$ cat src/rtl/i2c_mem_seq.sv
module i2c_mem_seq #(
  parameter int          ADDR_BYTES = 4,
  parameter int          LEN_W      = 8,
  parameter logic [6:0]  OVF_MASK   = 7'h00,
  localparam int         ADDR_W     = 8 * ADDR_BYTES,
  localparam int         ALEN_W     = $clog2(ADDR_BYTES + 1)
) (
  input  logic              clk,
  input  logic              rst_n,
  input  logic              cmd_valid,
  output logic              cmd_ready,
  input  logic [1:0]        cmd_op,
  input  logic [6:0]        cmd_dev,
  input  logic [ADDR_W-1:0] cmd_addr,
  input  logic [ALEN_W-1:0] cmd_alen,
  input  logic [LEN_W-1:0]  cmd_len,
  input  logic              cfg_rep_start,
  input  logic              wr_valid,
  output logic              wr_ready,
  input  logic [7:0]        wr_data,
  output logic              rd_valid,
  input  logic              rd_ready,
  output logic [7:0]        rd_data,
  output logic              be_req,
  output logic [1:0]        be_op,
  output logic [7:0]        be_byte,
  output logic              be_rd_nack,
  input  logic              be_done,
  input  logic              be_nack,
  input  logic [7:0]        be_rdata,
  output logic              busy,
  output logic              error,
  output logic              present,
  output logic [LEN_W-1:0]  fail_count
);

  localparam logic [1:0] OP_START = 2'd0;
  localparam logic [1:0] OP_STOP  = 2'd1;
  localparam logic [1:0] OP_WRITE = 2'd2;
  localparam logic [1:0] OP_READ  = 2'd3;

  typedef enum logic [3:0] {
    S_IDLE, S_START, S_DEVW, S_ADDR, S_TSTOP, S_DEVR,
    S_RD, S_RHOLD, S_WGET, S_WR, S_STOP
  } st_t;

  st_t               st;
  logic [1:0]        op_q;
  logic [6:0]        dev_q;
  logic [ADDR_W-1:0] addr_q;
  logic [ALEN_W-1:0] acnt;
  logic [LEN_W-1:0]  lcnt;
  logic              rep_q;
  logic              rdir;
  logic [7:0]        buf_q;

  wire is_rd = (op_q == 2'd1);
  wire is_wr = (op_q == 2'd2);
  wire last  = (lcnt == LEN_W'(1));
  wire fin   = be_req && be_done;

  wire [6:0] hi7      = 7'({8'd0, cmd_addr} >> {cmd_alen, 3'b000});
  wire       mem_cmd  = (cmd_op == 2'd1) || (cmd_op == 2'd2);
  wire [6:0] fold_dev = mem_cmd ? (cmd_dev | (hi7 & OVF_MASK)) : cmd_dev;
  wire [7:0] abyte    = 8'(addr_q >> {acnt - ALEN_W'(1), 3'b000});

  assign busy      = (st != S_IDLE);
  assign cmd_ready = !busy;
  assign rd_valid  = (st == S_RHOLD);
  assign rd_data   = buf_q;
  assign wr_ready  = (st == S_WGET);
  assign be_req    = st inside {S_START, S_DEVW, S_ADDR, S_TSTOP, S_DEVR, S_RD, S_WR, S_STOP};
  assign be_rd_nack = (st == S_RD) && last;

  always_comb begin
    be_op   = OP_START;
    be_byte = 8'h00;
    case (st)
      S_TSTOP, S_STOP: be_op = OP_STOP;
      S_DEVW: begin be_op = OP_WRITE; be_byte = {dev_q, 1'b0}; end
      S_ADDR: begin be_op = OP_WRITE; be_byte = abyte; end
      S_DEVR: begin be_op = OP_WRITE; be_byte = {dev_q, 1'b1}; end
      S_WR:   begin be_op = OP_WRITE; be_byte = buf_q; end
      S_RD:   be_op = OP_READ;
      default: ;
    endcase
  end

  always_ff @(posedge clk or negedge rst_n) begin
    if (!rst_n) begin
      st         <= S_IDLE;
      op_q       <= 2'd0;
      dev_q      <= 7'd0;
      addr_q     <= '0;
      acnt       <= '0;
      lcnt       <= '0;
      rep_q      <= 1'b0;
      rdir       <= 1'b0;
      buf_q      <= 8'h00;
      error      <= 1'b0;
      present    <= 1'b0;
      fail_count <= '0;
    end else begin
      case (st)
        S_IDLE: if (cmd_valid) begin
          op_q       <= cmd_op;
          dev_q      <= fold_dev;
          addr_q     <= cmd_addr;
          acnt       <= cmd_alen;
          lcnt       <= cmd_len;
          rep_q      <= cfg_rep_start;
          rdir       <= (cmd_op == 2'd1) && (cmd_alen == '0);
          error      <= 1'b0;
          present    <= 1'b0;
          fail_count <= '0;
          st         <= S_START;
        end
        S_START: if (fin) st <= rdir ? S_DEVR : S_DEVW;
        S_DEVW: if (fin) begin
          if (!is_rd && !is_wr) begin
            present <= !be_nack;
            st      <= S_STOP;
          end else if (be_nack) begin
            error <= 1'b1;
            st    <= S_STOP;
          end else if (acnt != '0) begin
            st <= S_ADDR;
          end else begin
            st <= (lcnt == '0) ? S_STOP : S_WGET;
          end
        end
        S_ADDR: if (fin) begin
          if (be_nack) begin
            error <= 1'b1;
            st    <= S_STOP;
          end else begin
            acnt <= acnt - ALEN_W'(1);
            if (acnt == ALEN_W'(1)) begin
              if (is_rd) begin
                rdir <= 1'b1;
                st   <= rep_q ? S_START : S_TSTOP;
              end else begin
                st <= (lcnt == '0) ? S_STOP : S_WGET;
              end
            end
          end
        end
        S_TSTOP: if (fin) st <= S_START;
        S_DEVR: if (fin) st <= (lcnt == '0) ? S_STOP : S_RD;
        S_RD: if (fin) begin
          buf_q <= be_rdata;
          st    <= S_RHOLD;
        end
        S_RHOLD: if (rd_ready) begin
          lcnt <= lcnt - LEN_W'(1);
          st   <= last ? S_STOP : S_RD;
        end
        S_WGET: if (wr_valid) begin
          buf_q <= wr_data;
          st    <= S_WR;
        end
        S_WR: if (fin) begin
          if (be_nack) fail_count <= fail_count + LEN_W'(1);
          lcnt <= lcnt - LEN_W'(1);
          st   <= last ? S_STOP : S_WGET;
        end
        S_STOP: if (fin) st <= S_IDLE;
        default: st <= S_IDLE;
      endcase
    end
  end

  // an open request keeps its operation until the engine finishes it
  a_r2_req_hold: assert property (@(posedge clk) disable iff (!rst_n)
    be_req && !be_done |=> be_req && $stable(be_op) && $stable(be_byte) && $stable(be_rd_nack));

  // the command ends only on a completed stop
  a_r13_busy_end: assert property (@(posedge clk) disable iff (!rst_n)
    $fell(busy) |-> $past(be_done && be_op == OP_STOP));

  // accept starts a command with cleared results
  a_r13_accept: assert property (@(posedge clk) disable iff (!rst_n)
    cmd_valid && cmd_ready |=> busy && !error && !present && fail_count == '0);

  // the failure count moves by one and only on a NACK
  a_r11_fail_step: assert property (@(posedge clk) disable iff (!rst_n)
    $past(busy) && busy && fail_count != $past(fail_count)
      |-> fail_count == $past(fail_count) + LEN_W'(1) && $past(be_done && be_nack));

  // error rises only after a NACK from the engine
  a_r9_error_cause: assert property (@(posedge clk) disable iff (!rst_n)
    $rose(error) |-> $past(be_done && be_nack));

  // a read byte stays on offer until taken
  a_r7_rd_hold: assert property (@(posedge clk) disable iff (!rst_n)
    rd_valid && !rd_ready |=> rd_valid && $stable(rd_data));

endmodule

$ cat config.mk
export PLATFORM = sky130hd
export DESIGN_NAME = i2c_mem_seq
export DESIGN_NICKNAME = d
export VERILOG_FILES = /design/src/rtl/i2c_mem_seq.sv
export SDC_FILE = /design/constraint.sdc
export NUM_CORES = 1
export LEC_CHECK = 0
export BUFFER_PORTS_ARGS = -buffer_cell sky130_fd_sc_hd__buf_2
export CAP_MARGIN = 20
export CORE_MARGIN = 2
export CORE_UTILIZATION = 48
export CTS_CLUSTER_DIAMETER = 120
export DETAILED_ROUTE_END_ITERATION = 10
export PLACE_DENSITY_LB_ADDON = 0.05
export REMOVE_ABC_BUFFERS = 1
export SLEW_MARGIN = 20
export SYNTH_ARGS = -nofsm -noshare
export SYNTH_HDL_FRONTEND = slang
export SYNTH_SLANG_ARGS = --single-unit
$ cat constraint.sdc
create_clock -name clk -period 2.35 [get_ports clk]
set_clock_uncertainty 0.1 [all_clocks]
set_input_delay 0.235 -clock clk [delete_from_list [all_inputs] [get_ports clk]]
set_output_delay 0.235 -clock clk [all_outputs]
set_load 0.02 [all_outputs]
; ---- After elaboration in Yosys (flattened, before gate mapping)
; Cells that the tools add are included.
[op_classes]
add_sub_neg = 3
n_eq_ne = 33
shift = 1
mux = 56
reduce_logical = 31
[op_table]
columns = op, n
row1 = $mux W4, 19
row2 = $mux W8, 8
row3 = $pmux W4 S11, 1
row4 = $pmux W8 S2, 2
row5 = $pmux W8 S4, 1
row6 = $shr A32 B6 Y8, 1
row7 = $ne A2 B2 Y1 const B, 14
row8 = $pmux W8 S3, 1
row9 = $eq A4 B3 Y1 const B, 4
row10 = $reduce_and A4 Y1, 4
row11 = $mux W3, 5
row12 = $eq A4 B4 Y1 const B, 3
row13 = $mux W1, 12
row14 = $reduce_and A12 Y1, 1
row15 = $reduce_bool A3 Y1, 3
row16 = $add A8 B1 Y8 const B, 1
row17 = $eq A4 B2 Y1 const B, 2
row18 = $eq A8 B1 Y1 const B, 1
row19 = $logic_not A8 Y1, 1
row20 = $reduce_bool A2 Y1, 4
row21 = $reduce_bool A8 Y1, 1
row22 = $sub A8 B1 Y8 const B, 1
row23 = $ne A2 B1 Y1 const B, 3
row24 = $pmux W2 S3, 1
row25 = 21 further kinds, 30
[word_totals]
register_bits = 76
inputBits = 76

; ---- Longest topological paths before layout
; Gate-level depths: netlist (run 1).
[depth]
depth_word = 7
depth_mapped = 10
mapped_depth_nobuf = 7

; ---- Worst setup path before layout (run 1)
; Ideal clock, no wire load.
[synth_path]
path_kind = flip-flop to output port
start = reg acnt[0]
end = out be_byte[1]
t_arrival_ns = 2.106
t_required_ns = 2.015
path_slack_ns = -0.091
stages_incl_launch_ff = 8
path_buffers = 2
path_cell_list = dfrtp_1 -> buf_2 -> inv_1 -> ha_1 -> clkbuf_1 -> mux4_2 -> and3_1 -> a221o_1
[synth_between]
elab_chain_len = 3
[synth_rtl]
columns = item, line_no
row1 = start: declaration, 51  ; logic [ALEN_W-1:0] acnt;
row2 = start signal: assignment, 109  ; acnt <= cmd_alen;
row3 = start signal: assignment, 137  ; acnt <= acnt - ALEN_W'(1);
row4 = $sub A3 B1 Y3, 65  ; wire [7:0] abyte = 8'(addr_q >> {acnt - ALEN_W'(1), 3'b000});
row5 = $shr A32 B6 Y8, 65
row6 = $pmux W8 S4, 78  ; case (st)
row7 = end: declaration, 26  ; output logic [7:0] be_byte,
; No other way between the ends.

; ---- Worst setup path in the final report (run 1)
[layout_path]
start = reg acnt[0]
end = out be_byte[7]
; The elaborated chain is that of the path after synthesis.

==> report_table.html, run 1 <==
<table>
<tr><th>Metric</th><th>Value</th></tr>
<tr><th colspan="2">GRT</th></tr>
<tr><td>Largest net degree at the start of global routing</td><td>52</td></tr>
<tr><td>Number of global-route vias before repair</td><td>4171</td></tr>
<tr><td>First-pass GRT wire length</td><td>20.20 mm</td></tr>
<tr><td>Combined global-route utilization of all metal layers</td><td>0.2617</td></tr>
<tr><td>Grt ovf</td><td>0</td></tr>
<tr><td>Initial antenna violation count</td><td>0</td></tr>
<tr><th colspan="2">Floorplan</th></tr>
<tr><td>Count of standard-cell rows</td><td>34</td></tr>
<tr><td>Standard cell core area</td><td>8721 µm²</td></tr>
<tr><td>Die span in y</td><td>98.78 µm</td></tr>
<tr><td>Initial Util</td><td>0.4944</td></tr>
<tr><td>Total I/O pin count</td><td>110</td></tr>
<tr><td>Chip width</td><td>98.78 µm</td></tr>
<tr><td>Area of the die</td><td>9757 µm²</td></tr>
<tr><th colspan="2">Timing</th></tr>
<tr><td>Setup violations, final</td><td>7</td></tr>
<tr><td>RSZ-0062 raised after global routing</td><td>true</td></tr>
<tr><td>Final critical delay including setup and external delays</td><td>2.403 ns</td></tr>
<tr><td>Final Cycle Share</td><td>1.023</td></tr>
<tr><td>Setup slack of the critical path after layout</td><td>-0.05336 ns</td></tr>
<tr><td>Final-report max-slew violation count</td><td>0</td></tr>
<tr><td>Headroom to the max-slew limit</td><td>0.6394</td></tr>
<tr><td>Setup TNS</td><td>-0.1518 ns</td></tr>
<tr><td>Peak clock frequency supported by timing</td><td>416.1 MHz</td></tr>
<tr><td>Slew at the pin closest to its max-slew limit</td><td>0.5334 ns</td></tr>
<tr><td>Number of hold violations in the final report</td><td>0</td></tr>
<tr><th colspan="2">Finish</th></tr>
<tr><td>Most common library cell in the layout ignoring fill and taps</td><td>nand2_1</td></tr>
<tr><td>Share of final-layout standard cells stronger than drive strength 1</td><td>0.2992</td></tr>
<tr><td>Number of nets in the finished design</td><td>724</td></tr>
<tr><td>Synth-to-Final Area Change</td><td>35.72%</td></tr>
<tr><td>Post-Route Utilization</td><td>0.6710</td></tr>
<tr><td>Fin area</td><td>5852 µm²</td></tr>
<tr><td>Total inserted antenna cells</td><td>0</td></tr>
<tr><td>Most used cells in the layout excluding fill and tap cells</td><td>132 x nand2_1, 100 x buf_2, 74 x dfrtp_1, 42 x dlygate4sd3_1, 35 x nor2_1</td></tr>
<tr><th colspan="2">Setup path</th></tr>
<tr><td>Arrival time worst endpoint</td><td>2.07 ns</td></tr>
<tr><td>Slowest stage cell on the critical path</td><td>dfrtp_1</td></tr>
<tr><td>Max incr delay on CP</td><td>0.38 ns</td></tr>
<tr><td>Endpoint of the worst register-to-register path</td><td>st[0]</td></tr>
<tr><td>Worst reg2reg setup slack</td><td>0.22 ns</td></tr>
<tr><td>Worst R2R Start</td><td>st[2]</td></tr>
<tr><td>Worst Path Max Fanout</td><td>5</td></tr>
<tr><td>CP Capture Type</td><td>output port</td></tr>
<tr><td>Worst Reg-to-Reg Cells</td><td>5</td></tr>
<tr><td>WS Path Type</td><td>reg2out</td></tr>
<tr><td>Required time of the critical path</td><td>2.02 ns</td></tr>
<tr><td>Chain of cells forming the critical path</td><td>inv_2 &gt; ha_4 &gt; buf_6 &gt; mux4_2 &gt; and3_4 &gt; a221o_1 &gt; buf_6</td></tr>
<tr><td>Crit-path most repeated cell</td><td>buf_6</td></tr>
<tr><td>Startpoint class of the critical path</td><td>register</td></tr>
<tr><th colspan="2">Detailed routing</th></tr>
<tr><td>Final WL</td><td>12.38 mm</td></tr>
<tr><td>DRT antenna net count</td><td>0</td></tr>
<tr><td>Drt first-iter violations</td><td>185</td></tr>
<tr><td>Number of vias per cell after detailed routing</td><td>5.479</td></tr>
<tr><td>First-pass DRT Iterations</td><td>5</td></tr>
<tr><td>Via Count</td><td>4126</td></tr>
<tr><td>Average wire per standard cell</td><td>16.44 µm</td></tr>
<tr><td>DRC violation count after routing</td><td>0</td></tr>
<tr><th colspan="2">Clock network</th></tr>
<tr><td>Source-to-sink clock delay at the later pin of the worst-skew pair</td><td>0.35 ns</td></tr>
<tr><td>Clock tree root driver cell</td><td>clkbuf_8</td></tr>
<tr><td>Clock sink total</td><td>76</td></tr>
<tr><td>TritonCTS buffer count</td><td>9</td></tr>
<tr><td>Maximum clock path buffer count</td><td>2</td></tr>
<tr><td>H-Tree Level Count</td><td>3</td></tr>
<tr><td>Clock tree from TritonCTS</td><td>built</td></tr>
<tr><td>Clock slew seen by the registers of the worst setup and hold paths</td><td>0.08 ns</td></tr>
<tr><th colspan="2">Hold path</th></tr>
<tr><td>Hold path startpoint</td><td>cmd_op[1]</td></tr>
<tr><td>Destination of the worst hold path</td><td>op_q[1]</td></tr>
<tr><td>Type of the worst min-delay path</td><td>in2reg</td></tr>
<tr><td>Number of instances on the worst hold path</td><td>3</td></tr>
<tr><th colspan="2">Yosys</th></tr>
<tr><td>Synthesized area divided by synthesized cell count</td><td>8.964 µm²</td></tr>
<tr><td>Proportion of synthesized flip-flops having asynchronous set or reset</td><td>1.000</td></tr>
<tr><td>Seq/Total Area, Yosys</td><td>0.4411</td></tr>
<tr><td>Commonest register cell after synthesis</td><td>dfrtp_1</td></tr>
<tr><td>Number of distinct library cell variants in the gate-level netlist after synthesis</td><td>64</td></tr>
<tr><td>Post-synthesis instance area</td><td>4312 µm²</td></tr>
<tr><td>Synthesized instance count</td><td>481</td></tr>
<tr><td>Count of flip-flops with a built-in enable after synthesis</td><td>0</td></tr>
<tr><td>Synthesis-stage register bit count</td><td>76</td></tr>
<tr><td>Synth warnings</td><td>0</td></tr>
<tr><th colspan="2">Placement</th></tr>
<tr><td>Hpwl dp</td><td>8.258 mm</td></tr>
<tr><td>RD Place Congestion</td><td>0.8577</td></tr>
<tr><td>Number of buffers added on ports</td><td>109</td></tr>
<tr><td>Placement-stage cell area</td><td>5081 µm²</td></tr>
<tr><th colspan="2">Pwr</th></tr>
<tr><td>Peak supply drop</td><td>0.0005501 V</td></tr>
<tr><td>Static Leak</td><td>2.827 nW</td></tr>
<tr><td>Cell area power density</td><td>1248 nW/µm²</td></tr>
<tr><th colspan="2">Status</th></tr>
<tr><td>Violations in the final reports</td><td>setup timing</td></tr>
<tr><td>Result of the run</td><td>complete, but fails checks</td></tr>
<tr><th colspan="2">Flow run</th></tr>
<tr><td># Max-Cap Violations</td><td>0</td></tr>
</table>
[worst max-delay path: cells and delay by family, from the launching register on]
| family | cells | cell delay (ns) |
|---|---|---|
| simple gates | 1 | 0.16 |
| buf+inv | 3 | 0.33 |
| fa+ha+maj | 1 | 0.27 |
| compound gates | 1 | 0.29 |
| mux | 1 | 0.29 |
| flops | 1 | 0.38 |
[cell type report]
cell class / count / area (µm²)
fillers: 728 / 2869
multi-input cells: 365 / 2295
flip-flops and latches: 76 / 1904
repair buffers: 177 / 1275
clock buffers: 11 / 141.4
well taps: 108 / 135.1
clock inverters: 5 / 60.06
inverters: 11 / 41.29
[kinds of logic after synthesis]
group           count (synthesis)  share of synthesized area
compound gates                 88                     0.1384
xor+xnor                        7                    0.01422
fa+ha+maj                       8                    0.02322
buf+inv                        40                    0.04614
flops                          76                     0.4411
mux                            23                    0.07777
simple gates                  239                     0.2591
[sequential cells by signal (all words and copies together), names as in the netlist]
signal      cells
present         1
error           1
acnt            3
rd_data         8
rdir            1
op_q            2
rep_q           1
addr_q         32
dev_q           7
lcnt            8
st              4
fail_count      8
[metrics by stage]
| stage | hold slack, ns | power [mW] | cells | setup slack, ns |
|---|---|---|---|---|
| 4_1_cts | 0.003209 | 7.267 | 753 | -0.04312 |
| 6_report | 0.02353 | 7.301 | 753 | -0.05336 |
| 2_1_floorplan | -0.1606 | 4.602 | 452 | -0.6752 |
| 5_1_grt | 0.03352 | 7.833 | 753 | -0.1161 |
| 3_5_place_dp | 0.1532 | 5.935 | 694 | 0.1990 |
| 3_3_place_gp | 0.1512 | 5.854 | 694 | 0.2467 |
[cells in the mapped netlist, types with 3 or more instances]
cell type | instances | area [µm²]
nand2b_1 | 4 | 25.02
nor2b_1 | 8 | 50.05
buf_6 | 3 | 33.78
a22oi_1 | 4 | 30.03
o21ai_1 | 6 | 30.03
xor2_1 | 5 | 43.79
mux2_2 | 3 | 33.78
nor3b_1 | 3 | 22.52
nand2_1 | 132 | 495.5
mux4_2 | 8 | 180.2
nand3_1 | 10 | 50.05
nor3_1 | 9 | 45.04
mux2i_1 | 11 | 110.1
nor2_1 | 35 | 131.4
clkbuf_1 | 7 | 26.28
nor4_1 | 4 | 25.02
inv_1 | 10 | 37.54
a211oi_1 | 3 | 22.52
o21ai_0 | 20 | 100.1
ha_1 | 8 | 100.1
buf_2 | 15 | 75.07
a21oi_1 | 26 | 130.1
a31oi_1 | 4 | 25.02
or3_1 | 3 | 18.77
nor2_2 | 3 | 18.77
and3_1 | 10 | 62.56
a221o_1 | 7 | 70.07
dfrtp_1 | 76 | 1902
[how the worst max path moves through the flow]
stage,startpoint,end,slack [ns],cells after the start
final,acnt[0],be_byte[7],-0.05,7
after floorplan,st[2],lcnt[1],-0.68,7
after CTS,acnt[0],be_byte[2],-0.04,7
after global placement,acnt[0],be_byte[3],0.25,6
after detailed placement,acnt[0],be_byte[2],0.20,6
after global routing,acnt[0],be_byte[7],-0.12,7
[repair_timing]
action	CTS	global route
gates resized for setup	30	5
setup endpoints to repair	9	8
setup buffers	1	0
hold buffers	42	0
hold endpoints to repair	77	0
pin swaps	8	2
[per-layer routing]
metal	GRT usage	routed length [µm]	vias up
met2	0.4314	6042	147
li1	-	-	1988
met4	0.09589	242	0
met5	0	0	-
met1	0.3492	5440	1972
met3	0.04397	652	19
[power by group]
| part | internal [mW] | switching [mW] | total, mW |
|---|---|---|---|
| sequential | 1.88 | 0.500 | 2.38 |
| combinational | 1.77 | 2.13 | 3.90 |
| clock | 0.524 | 0.498 | 1.02 |
Note: power is estimated with default switching activity, not from simulation.
==> run 2: changes to the inputs <==
Settings changed: RECOVER_POWER set to 25.
==> run 2 against run 1 <==
Net effect:
- the flow still finishes with violations (setup timing)
- non-clock buffer count stayed put
- hold slack lost 0.0024 ns
- setup slack worse by 0.0048 ns
- clock power hardly changed
- die area is the same
- flip-flop and latch count did not move
- power fell by 0.12%
- utilization fell by 0.17 points
- global-route usage unchanged
- via count fell by 0.17%
- sequential power barely moved
- largest cell class unchanged
- highest routed layer unchanged
==> report_table.html, run 2 (same netlist as run 1, synthesis figures left out) <==
<table>
<tr><th>Metric</th><th>Value</th></tr>
<tr><th colspan="2">Clock network</th></tr>
<tr><td>Clock tree from TritonCTS</td><td>built (unchanged)</td></tr>
<tr><td>Clock tree root driver cell</td><td>clkbuf_8 (unchanged)</td></tr>
<tr><td>H-Tree Level Count</td><td>3 (unchanged)</td></tr>
<tr><td>Source-to-sink clock delay at the later pin of the worst-skew pair</td><td>0.35 ns (about the same)</td></tr>
<tr><td>TritonCTS buffer count</td><td>9 (unchanged)</td></tr>
<tr><td>Clock slew seen by the registers of the worst setup and hold paths</td><td>0.08 ns (about the same)</td></tr>
<tr><td>Clock sink total</td><td>76 (unchanged)</td></tr>
<tr><td>Maximum clock path buffer count</td><td>2 (unchanged)</td></tr>
<tr><th colspan="2">Pwr</th></tr>
<tr><td>Peak supply drop</td><td>0.0005496 V (was 0.0005501 V)</td></tr>
<tr><td>Cell area power density</td><td>1249 nW/µm² (was 1248 nW/µm²)</td></tr>
<tr><td>Static Leak</td><td>2.821 nW (was 2.827 nW)</td></tr>
<tr><td>Power after layout</td><td>7.292 mW (was 7.301 mW)</td></tr>
<tr><th colspan="2">Setup path</th></tr>
<tr><td>Worst reg2reg setup slack</td><td>0.23 ns (was 0.22 ns)</td></tr>
<tr><td>CP Capture Type</td><td>output port (unchanged)</td></tr>
<tr><td>Required time of the critical path</td><td>2.02 ns (about the same)</td></tr>
<tr><td>Arrival time worst endpoint</td><td>2.07 ns (about the same)</td></tr>
<tr><td>Worst Path Max Fanout</td><td>5 (unchanged)</td></tr>
<tr><td>WS Path Type</td><td>reg2out (unchanged)</td></tr>
<tr><td>Startpoint class of the critical path</td><td>register (unchanged)</td></tr>
<tr><th colspan="2">Detailed routing</th></tr>
<tr><td>Final WL</td><td>12.36 mm (was 12.38 mm)</td></tr>
<tr><td>Drt first-iter violations</td><td>190 (was 185)</td></tr>
<tr><td>DRT antenna net count</td><td>0 (unchanged)</td></tr>
<tr><td>First-pass DRT Iterations</td><td>4 (was 5)</td></tr>
<tr><td>Via Count</td><td>4119 (was 4126)</td></tr>
<tr><td>DRC violation count after routing</td><td>0 (unchanged)</td></tr>
<tr><td>Number of vias per cell after detailed routing</td><td>5.470 (was 5.479)</td></tr>
<tr><td>Average wire per standard cell</td><td>16.41 µm (was 16.44 µm)</td></tr>
<tr><th colspan="2">Finish</th></tr>
<tr><td>Synth-to-Final Area Change</td><td>35.37% (was 35.72%)</td></tr>
<tr><td>Most common library cell in the layout ignoring fill and taps</td><td>nand2_1 (unchanged)</td></tr>
<tr><td>Most used cells in the layout excluding fill and tap cells</td><td>132 x nand2_1, 100 x buf_2, 74 x dfrtp_1, 42 x dlygate4sd3_1, 35 x nor2_1 (unchanged)</td></tr>
<tr><td>Number of nets in the finished design</td><td>724 (unchanged)</td></tr>
<tr><td>Total inserted antenna cells</td><td>0 (unchanged)</td></tr>
<tr><td>Share of final-layout standard cells stronger than drive strength 1</td><td>0.2992 (unchanged)</td></tr>
<tr><td>Register bank with the most flops</td><td>addr_q (unchanged)</td></tr>
<tr><td>Fin area</td><td>5837 µm² (was 5852 µm²)</td></tr>
<tr><td>Number of standard cells in the layout, taps in and fillers out</td><td>753 (unchanged)</td></tr>
<tr><td>Fillers</td><td>729 (was 728)</td></tr>
<tr><td>Number of flip-flops in the largest register</td><td>32 (unchanged)</td></tr>
<tr><td>Post-Route Utilization</td><td>0.6693 (was 0.6710)</td></tr>
<tr><th colspan="2">Floorplan</th></tr>
<tr><td>Standard cell core area</td><td>8721 µm² (unchanged)</td></tr>
<tr><td>Total I/O pin count</td><td>110 (unchanged)</td></tr>
<tr><td>Initial Util</td><td>0.4944 (unchanged)</td></tr>
<tr><td>Count of standard-cell rows</td><td>34 (unchanged)</td></tr>
<tr><td>Chip width</td><td>98.78 µm (unchanged)</td></tr>
<tr><td>Area of the die</td><td>9757 µm² (unchanged)</td></tr>
<tr><td>Die span in y</td><td>98.78 µm (unchanged)</td></tr>
<tr><th colspan="2">Placement</th></tr>
<tr><td>RD Place Congestion</td><td>0.8577 (unchanged)</td></tr>
<tr><td>Inst Count DP</td><td>694 (unchanged)</td></tr>
<tr><td>Hpwl dp</td><td>8.258 mm (unchanged)</td></tr>
<tr><td>Worst slack after detailed placement</td><td>0.1990 ns (unchanged)</td></tr>
<tr><td>Placement-stage cell area</td><td>5081 µm² (unchanged)</td></tr>
<tr><td>Number of buffers added on ports</td><td>109 (unchanged)</td></tr>
<tr><th colspan="2">Timing</th></tr>
<tr><td>Headroom to the max-slew limit</td><td>0.3569 (was 0.6394)</td></tr>
<tr><td>Min Hold Slack</td><td>0.02111 ns (was 0.02353 ns)</td></tr>
<tr><td>Final-report max-slew violation count</td><td>0 (unchanged)</td></tr>
<tr><td>Slew at the pin closest to its max-slew limit</td><td>0.9647 ns (was 0.5334 ns)</td></tr>
<tr><td>Setup violations, final</td><td>7 (unchanged)</td></tr>
<tr><td>Setup TNS</td><td>-0.1778 ns (was -0.1518 ns)</td></tr>
<tr><td>RSZ-0062 raised after global routing</td><td>true (unchanged)</td></tr>
<tr><td>Setup slack of the critical path after layout</td><td>-0.05816 ns (was -0.05336 ns)</td></tr>
<tr><td>Number of hold violations in the final report</td><td>0 (unchanged)</td></tr>
<tr><td>Final critical delay including setup and external delays</td><td>2.408 ns (was 2.403 ns)</td></tr>
<tr><td>Final Cycle Share</td><td>1.025 (was 1.023)</td></tr>
<tr><td>Peak clock frequency supported by timing</td><td>415.3 MHz (was 416.1 MHz)</td></tr>
<tr><th colspan="2">GRT</th></tr>
<tr><td>First-pass GRT wire length</td><td>20.20 mm (unchanged)</td></tr>
<tr><td>Initial antenna violation count</td><td>0 (unchanged)</td></tr>
<tr><td>Grt ovf</td><td>0 (unchanged)</td></tr>
<tr><td>Number of global-route vias before repair</td><td>4171 (unchanged)</td></tr>
<tr><td>Combined global-route utilization of all metal layers</td><td>0.2617 (unchanged)</td></tr>
<tr><td>Largest net degree at the start of global routing</td><td>52 (unchanged)</td></tr>
<tr><th colspan="2">Hold path</th></tr>
<tr><td>Type of the worst min-delay path</td><td>in2reg (unchanged)</td></tr>
<tr><th colspan="2">Flow run</th></tr>
<tr><td># Max-Cap Violations</td><td>0 (unchanged)</td></tr>
<tr><th colspan="2">Status</th></tr>
<tr><td>Result of the run</td><td>complete, but fails checks (unchanged)</td></tr>
<tr><td>Violations in the final reports</td><td>setup timing (unchanged)</td></tr>
</table>
-- run 2: cell type report --
type	instances	area [µm²]	area share
multi-input combinational	365	2295	0.3931
sequential	76	1904	0.3263
timing repair buffer	177	1260	0.2159
clock buffer	11	141.4	0.02422
tap	108	135.1	0.02315
clock inverter	5	60.06	0.01029
inverter	11	41.29	0.007074
-- run 2: worst max-delay path, cell delays in order (launching register included) --
cell,delay (ns)
dfrtp_1,0.38
inv_2,0.07
ha_4,0.27
buf_6,0.12
mux4_2,0.29
and3_4,0.16
a221o_1,0.29
buf_6,0.14
-- run 2: final timing paths --
kind | cells past startpoint | start | to
max | 7 | acnt[0] | be_byte[7]
min | 3 | cmd_op[1] | op_q[1]
max reg2reg | 5 | st[2] | st[0]
min reg2reg | 2 | addr_q[15] | addr_q[15]
max in group asynchronous | 3 | rst_n | dev_q[4]
min in group asynchronous | 2 | rst_n | present
-- run 2: report_power, final --
part / switching (mW) / internal, mW / total [mW]
combinational: 2.12 / 1.77 / 3.89
clock: 0.501 / 0.524 / 1.02
sequential: 0.499 / 1.88 / 2.38
-- run 2: metal layers --
layer,global-route usage,vias to the layer above,share of wire
met5,0,-,0
met4,0.09589,0,0.019
met3,0.04397,21,0.049
met2,0.4314,129,0.49
met1,0.3492,1982,0.44
li1,-,1987,-
-- run 2: timing repair --
action                                 4_1_cts  5_1_grt
hold buffers                                42        0
endpoints found under the hold margin       77        0
gates resized for setup                     30        5
pin swaps                                    8        2
buffers inserted                             1        0
setup endpoints to repair                    9        8
==> run 3: changes to the inputs <==
Settings changed: GPL_TIMING_DRIVEN set to 0.
==> run 3 against run 2 <==
Net effect:
- the flow still finishes with violations (setup timing)
- global-route usage shrank 1.5 points
- clock power rose by 14%
- flip-flop and latch count is the same
- critical path type unchanged
- critical endpoint is now be_byte[5]
- largest cell class unchanged
==> report_table.html, run 3 (same netlist as run 1, synthesis figures left out) <==
<table>
<tr><th>Metric</th><th>Value</th></tr>
<tr><th colspan="2">Finish</th></tr>
<tr><td>Post-Route Utilization</td><td>0.6709 (was 0.6693)</td></tr>
<tr><td>Synth-to-Final Area Change</td><td>35.69% (was 35.37%)</td></tr>
<tr><td>Share of final-layout standard cells stronger than drive strength 1</td><td>0.2976 (was 0.2992)</td></tr>
<tr><td>Most used cells in the layout excluding fill and tap cells</td><td>131 x nand2_1, 100 x buf_2, 71 x dfrtp_1, 42 x dlygate4sd3_1, 33 x nor2_1 (was 132 x nand2_1, 100 x buf_2, 74 x dfrtp_1, 42 x dlygate4sd3_1, 35 x nor2_1)</td></tr>
<tr><td>Most common library cell in the layout ignoring fill and taps</td><td>nand2_1 (unchanged)</td></tr>
<tr><td>Number of flip-flops in the largest register</td><td>32 (unchanged)</td></tr>
<tr><td>Total inserted antenna cells</td><td>0 (unchanged)</td></tr>
<tr><td>Fillers</td><td>685 (was 729)</td></tr>
<tr><td>Register bank with the most flops</td><td>addr_q (unchanged)</td></tr>
<tr><td>Number of nets in the finished design</td><td>714 (was 724)</td></tr>
<tr><th colspan="2">Floorplan</th></tr>
<tr><td>Initial Util</td><td>0.4944 (unchanged)</td></tr>
<tr><td>Total I/O pin count</td><td>110 (unchanged)</td></tr>
<tr><td>Count of standard-cell rows</td><td>34 (unchanged)</td></tr>
<tr><td>Standard cell core area</td><td>8721 µm² (unchanged)</td></tr>
<tr><td>Chip width</td><td>98.78 µm (unchanged)</td></tr>
<tr><td>Area of the die</td><td>9757 µm² (unchanged)</td></tr>
<tr><td>Die span in y</td><td>98.78 µm (unchanged)</td></tr>
<tr><th colspan="2">Placement</th></tr>
<tr><td>Number of buffers added on ports</td><td>109 (unchanged)</td></tr>
<tr><td>Worst slack after detailed placement</td><td>-0.6128 ns (was 0.1990 ns)</td></tr>
<tr><td>Hpwl dp</td><td>7.601 mm (was 8.258 mm)</td></tr>
<tr><td>RD Place Congestion</td><td>0.8273 (was 0.8577)</td></tr>
<tr><th colspan="2">Timing</th></tr>
<tr><td>Final-report max-slew violation count</td><td>0 (unchanged)</td></tr>
<tr><td>Final critical delay including setup and external delays</td><td>2.502 ns (was 2.408 ns)</td></tr>
<tr><td>Final Cycle Share</td><td>1.065 (was 1.025)</td></tr>
<tr><td>Setup slack of the critical path after layout</td><td>-0.1523 ns (was -0.05816 ns)</td></tr>
<tr><td>Headroom to the max-slew limit</td><td>0.4668 (was 0.3569)</td></tr>
<tr><td>Slew at the pin closest to its max-slew limit</td><td>0.7998 ns (was 0.9647 ns)</td></tr>
<tr><td>Setup violations, final</td><td>8 (was 7)</td></tr>
<tr><td>RSZ-0062 raised after global routing</td><td>true (unchanged)</td></tr>
<tr><td>Min Hold Slack</td><td>0.01527 ns (was 0.02111 ns)</td></tr>
<tr><td>Number of hold violations in the final report</td><td>0 (unchanged)</td></tr>
<tr><td>Peak clock frequency supported by timing</td><td>399.6 MHz (was 415.3 MHz)</td></tr>
<tr><th colspan="2">Hold path</th></tr>
<tr><td>Number of instances on the worst hold path</td><td>3 (unchanged)</td></tr>
<tr><td>Type of the worst min-delay path</td><td>in2reg (unchanged)</td></tr>
<tr><th colspan="2">Status</th></tr>
<tr><td>Violations in the final reports</td><td>setup timing (unchanged)</td></tr>
<tr><td>Result of the run</td><td>complete, but fails checks (unchanged)</td></tr>
<tr><th colspan="2">Pwr</th></tr>
<tr><td>Clock share of power</td><td>0.155 (was 0.141)</td></tr>
<tr><td>Cell area power density</td><td>1279 nW/µm² (was 1249 nW/µm²)</td></tr>
<tr><td>Psw</td><td>3.187 mW (was 3.119 mW)</td></tr>
<tr><td>Sequential power share</td><td>0.331 (was 0.327)</td></tr>
<tr><td>Peak supply drop</td><td>0.0005729 V (was 0.0005496 V)</td></tr>
<tr><td>Static Leak</td><td>2.786 nW (was 2.821 nW)</td></tr>
<tr><td>Switching Fraction</td><td>0.4260 (was 0.4277)</td></tr>
<tr><td>Combinational share of power</td><td>0.513 (was 0.533)</td></tr>
<tr><td>Internal power</td><td>4.295 mW (was 4.174 mW)</td></tr>
<tr><th colspan="2">Clock network</th></tr>
<tr><td>Source-to-sink clock delay at the later pin of the worst-skew pair</td><td>0.36 ns (was 0.35 ns)</td></tr>
<tr><td>Clock tree from TritonCTS</td><td>built (unchanged)</td></tr>
<tr><td>TritonCTS buffer count</td><td>9 (unchanged)</td></tr>
<tr><td>Clock slew seen by the registers of the worst setup and hold paths</td><td>0.08 ns (about the same)</td></tr>
<tr><td>Maximum clock path buffer count</td><td>2 (unchanged)</td></tr>
<tr><td>Clock sink total</td><td>76 (unchanged)</td></tr>
<tr><td>Clock tree root driver cell</td><td>clkbuf_8 (unchanged)</td></tr>
<tr><td>H-Tree Level Count</td><td>3 (unchanged)</td></tr>
<tr><th colspan="2">GRT</th></tr>
<tr><td>Grt ovf</td><td>0 (unchanged)</td></tr>
<tr><td>First-pass GRT wire length</td><td>19.08 mm (was 20.20 mm)</td></tr>
<tr><td>Initial antenna violation count</td><td>0 (unchanged)</td></tr>
<tr><td>Largest net degree at the start of global routing</td><td>48 (was 52)</td></tr>
<tr><td>Number of global-route vias before repair</td><td>3841 (was 4171)</td></tr>
<tr><td>Combined global-route utilization of all metal layers</td><td>0.2469 (was 0.2617)</td></tr>
<tr><th colspan="2">Detailed routing</th></tr>
<tr><td>Via Count</td><td>4000 (was 4119)</td></tr>
<tr><td>Final WL</td><td>11.86 mm (was 12.36 mm)</td></tr>
<tr><td>Drt first-iter violations</td><td>216 (was 190)</td></tr>
<tr><td>Average wire per standard cell</td><td>15.97 µm (was 16.41 µm)</td></tr>
<tr><td>DRT antenna net count</td><td>0 (unchanged)</td></tr>
<tr><td>Number of vias per cell after detailed routing</td><td>5.384 (was 5.470)</td></tr>
<tr><td>First-pass DRT Iterations</td><td>4 (unchanged)</td></tr>
<tr><td>DRC violation count after routing</td><td>0 (unchanged)</td></tr>
<tr><th colspan="2">Setup path</th></tr>
<tr><td>Worst Reg-to-Reg Cells</td><td>4 (was 5)</td></tr>
<tr><td>CP Capture Type</td><td>output port (unchanged)</td></tr>
<tr><td>WS Path Type</td><td>reg2out (unchanged)</td></tr>
<tr><td>Arrival time worst endpoint</td><td>2.17 ns (was 2.07 ns)</td></tr>
<tr><td>Worst Path Max Fanout</td><td>3 (was 5)</td></tr>
<tr><td>Startpoint class of the critical path</td><td>register (unchanged)</td></tr>
<tr><td>Required time of the critical path</td><td>2.02 ns (about the same)</td></tr>
<tr><th colspan="2">Flow run</th></tr>
<tr><td># Max-Cap Violations</td><td>0 (unchanged)</td></tr>
</table>
run 3: timing repair:
action,4_1_cts,5_1_grt
buffers inserted,6,5
setup endpoints to repair,57,19
hold buffers,42,0
gates resized for setup,42,12
pin swaps,2,3
hold endpoints to repair,70,0
run 3: worst paths after layout:
check                              from          to  slack [ns]
max in group asynchronous         rst_n       st[1]        0.49
hold / removal             cmd_addr[24]  addr_q[24]        0.02
setup reg to reg                  st[2]       st[1]        0.21
min in group asynchronous         rst_n       st[2]        0.38
setup / recovery                acnt[0]  be_byte[5]       -0.15
hold reg to reg               addr_q[7]   addr_q[7]        0.37
run 3: area by class of cell:
type,instances,area [µm²],share of cell area
inverters,11,43.79,0.007485
repair buffers,167,1189,0.2032
flip-flops and latches,76,1921,0.3283
clock buffers,11,141.4,0.02417
well taps,108,135.1,0.02310
clock inverters,5,83.83,0.01433
multi-input cells,365,2337,0.3995
run 3: power groups by stage:
stage	sequential (mW)	combinational, mW	clock (mW)
6_report	2.48	3.84	1.16
4_1_cts	2.48	3.66	1.17
5_1_grt	2.57	4.21	1.24
2_1_floorplan	2.48	2.12	0
3_3_place_gp	2.50	3.00	0
3_5_place_dp	2.53	3.11	0
run 3: layer usage:
| metal | vias up | part of all wire | track usage |
|---|---|---|---|
| li1 | 1968 | - | - |
| met3 | 10 | 0.056 | 0.04610 |
| met2 | 112 | 0.49 | 0.3893 |
| met5 | - | 0 | 0 |
| met1 | 1910 | 0.45 | 0.3490 |
| met4 | 0 | 0.0069 | 0.07587 |
run 3: through the flow:
| step | std cells | total power, mW | cell area, µm² | setup TNS [ns] |
|---|---|---|---|---|
| 2_1_floorplan | 452 | 4.602 | 4154 | -17.14 |
| 3_3_place_gp | 669 | 5.505 | 4835 | -67.54 |
| 3_5_place_dp | 674 | 5.645 | 4941 | -7.665 |
| 4_1_cts | 738 | 7.319 | 5789 | -0.9519 |
| 5_1_grt | 743 | 8.022 | 5851 | -1.342 |
| 6_report | 743 | 7.482 | 5851 | -0.9702 |
run 3: critical path: stages, from the launching register on:
cell and delay [ns]:
dfrtp_4 0.51, inv_4 0.07, ha_4 0.21, buf_12 0.13, mux4_2 0.29, and3_4 0.16
a221o_1 0.30, buf_6 0.15
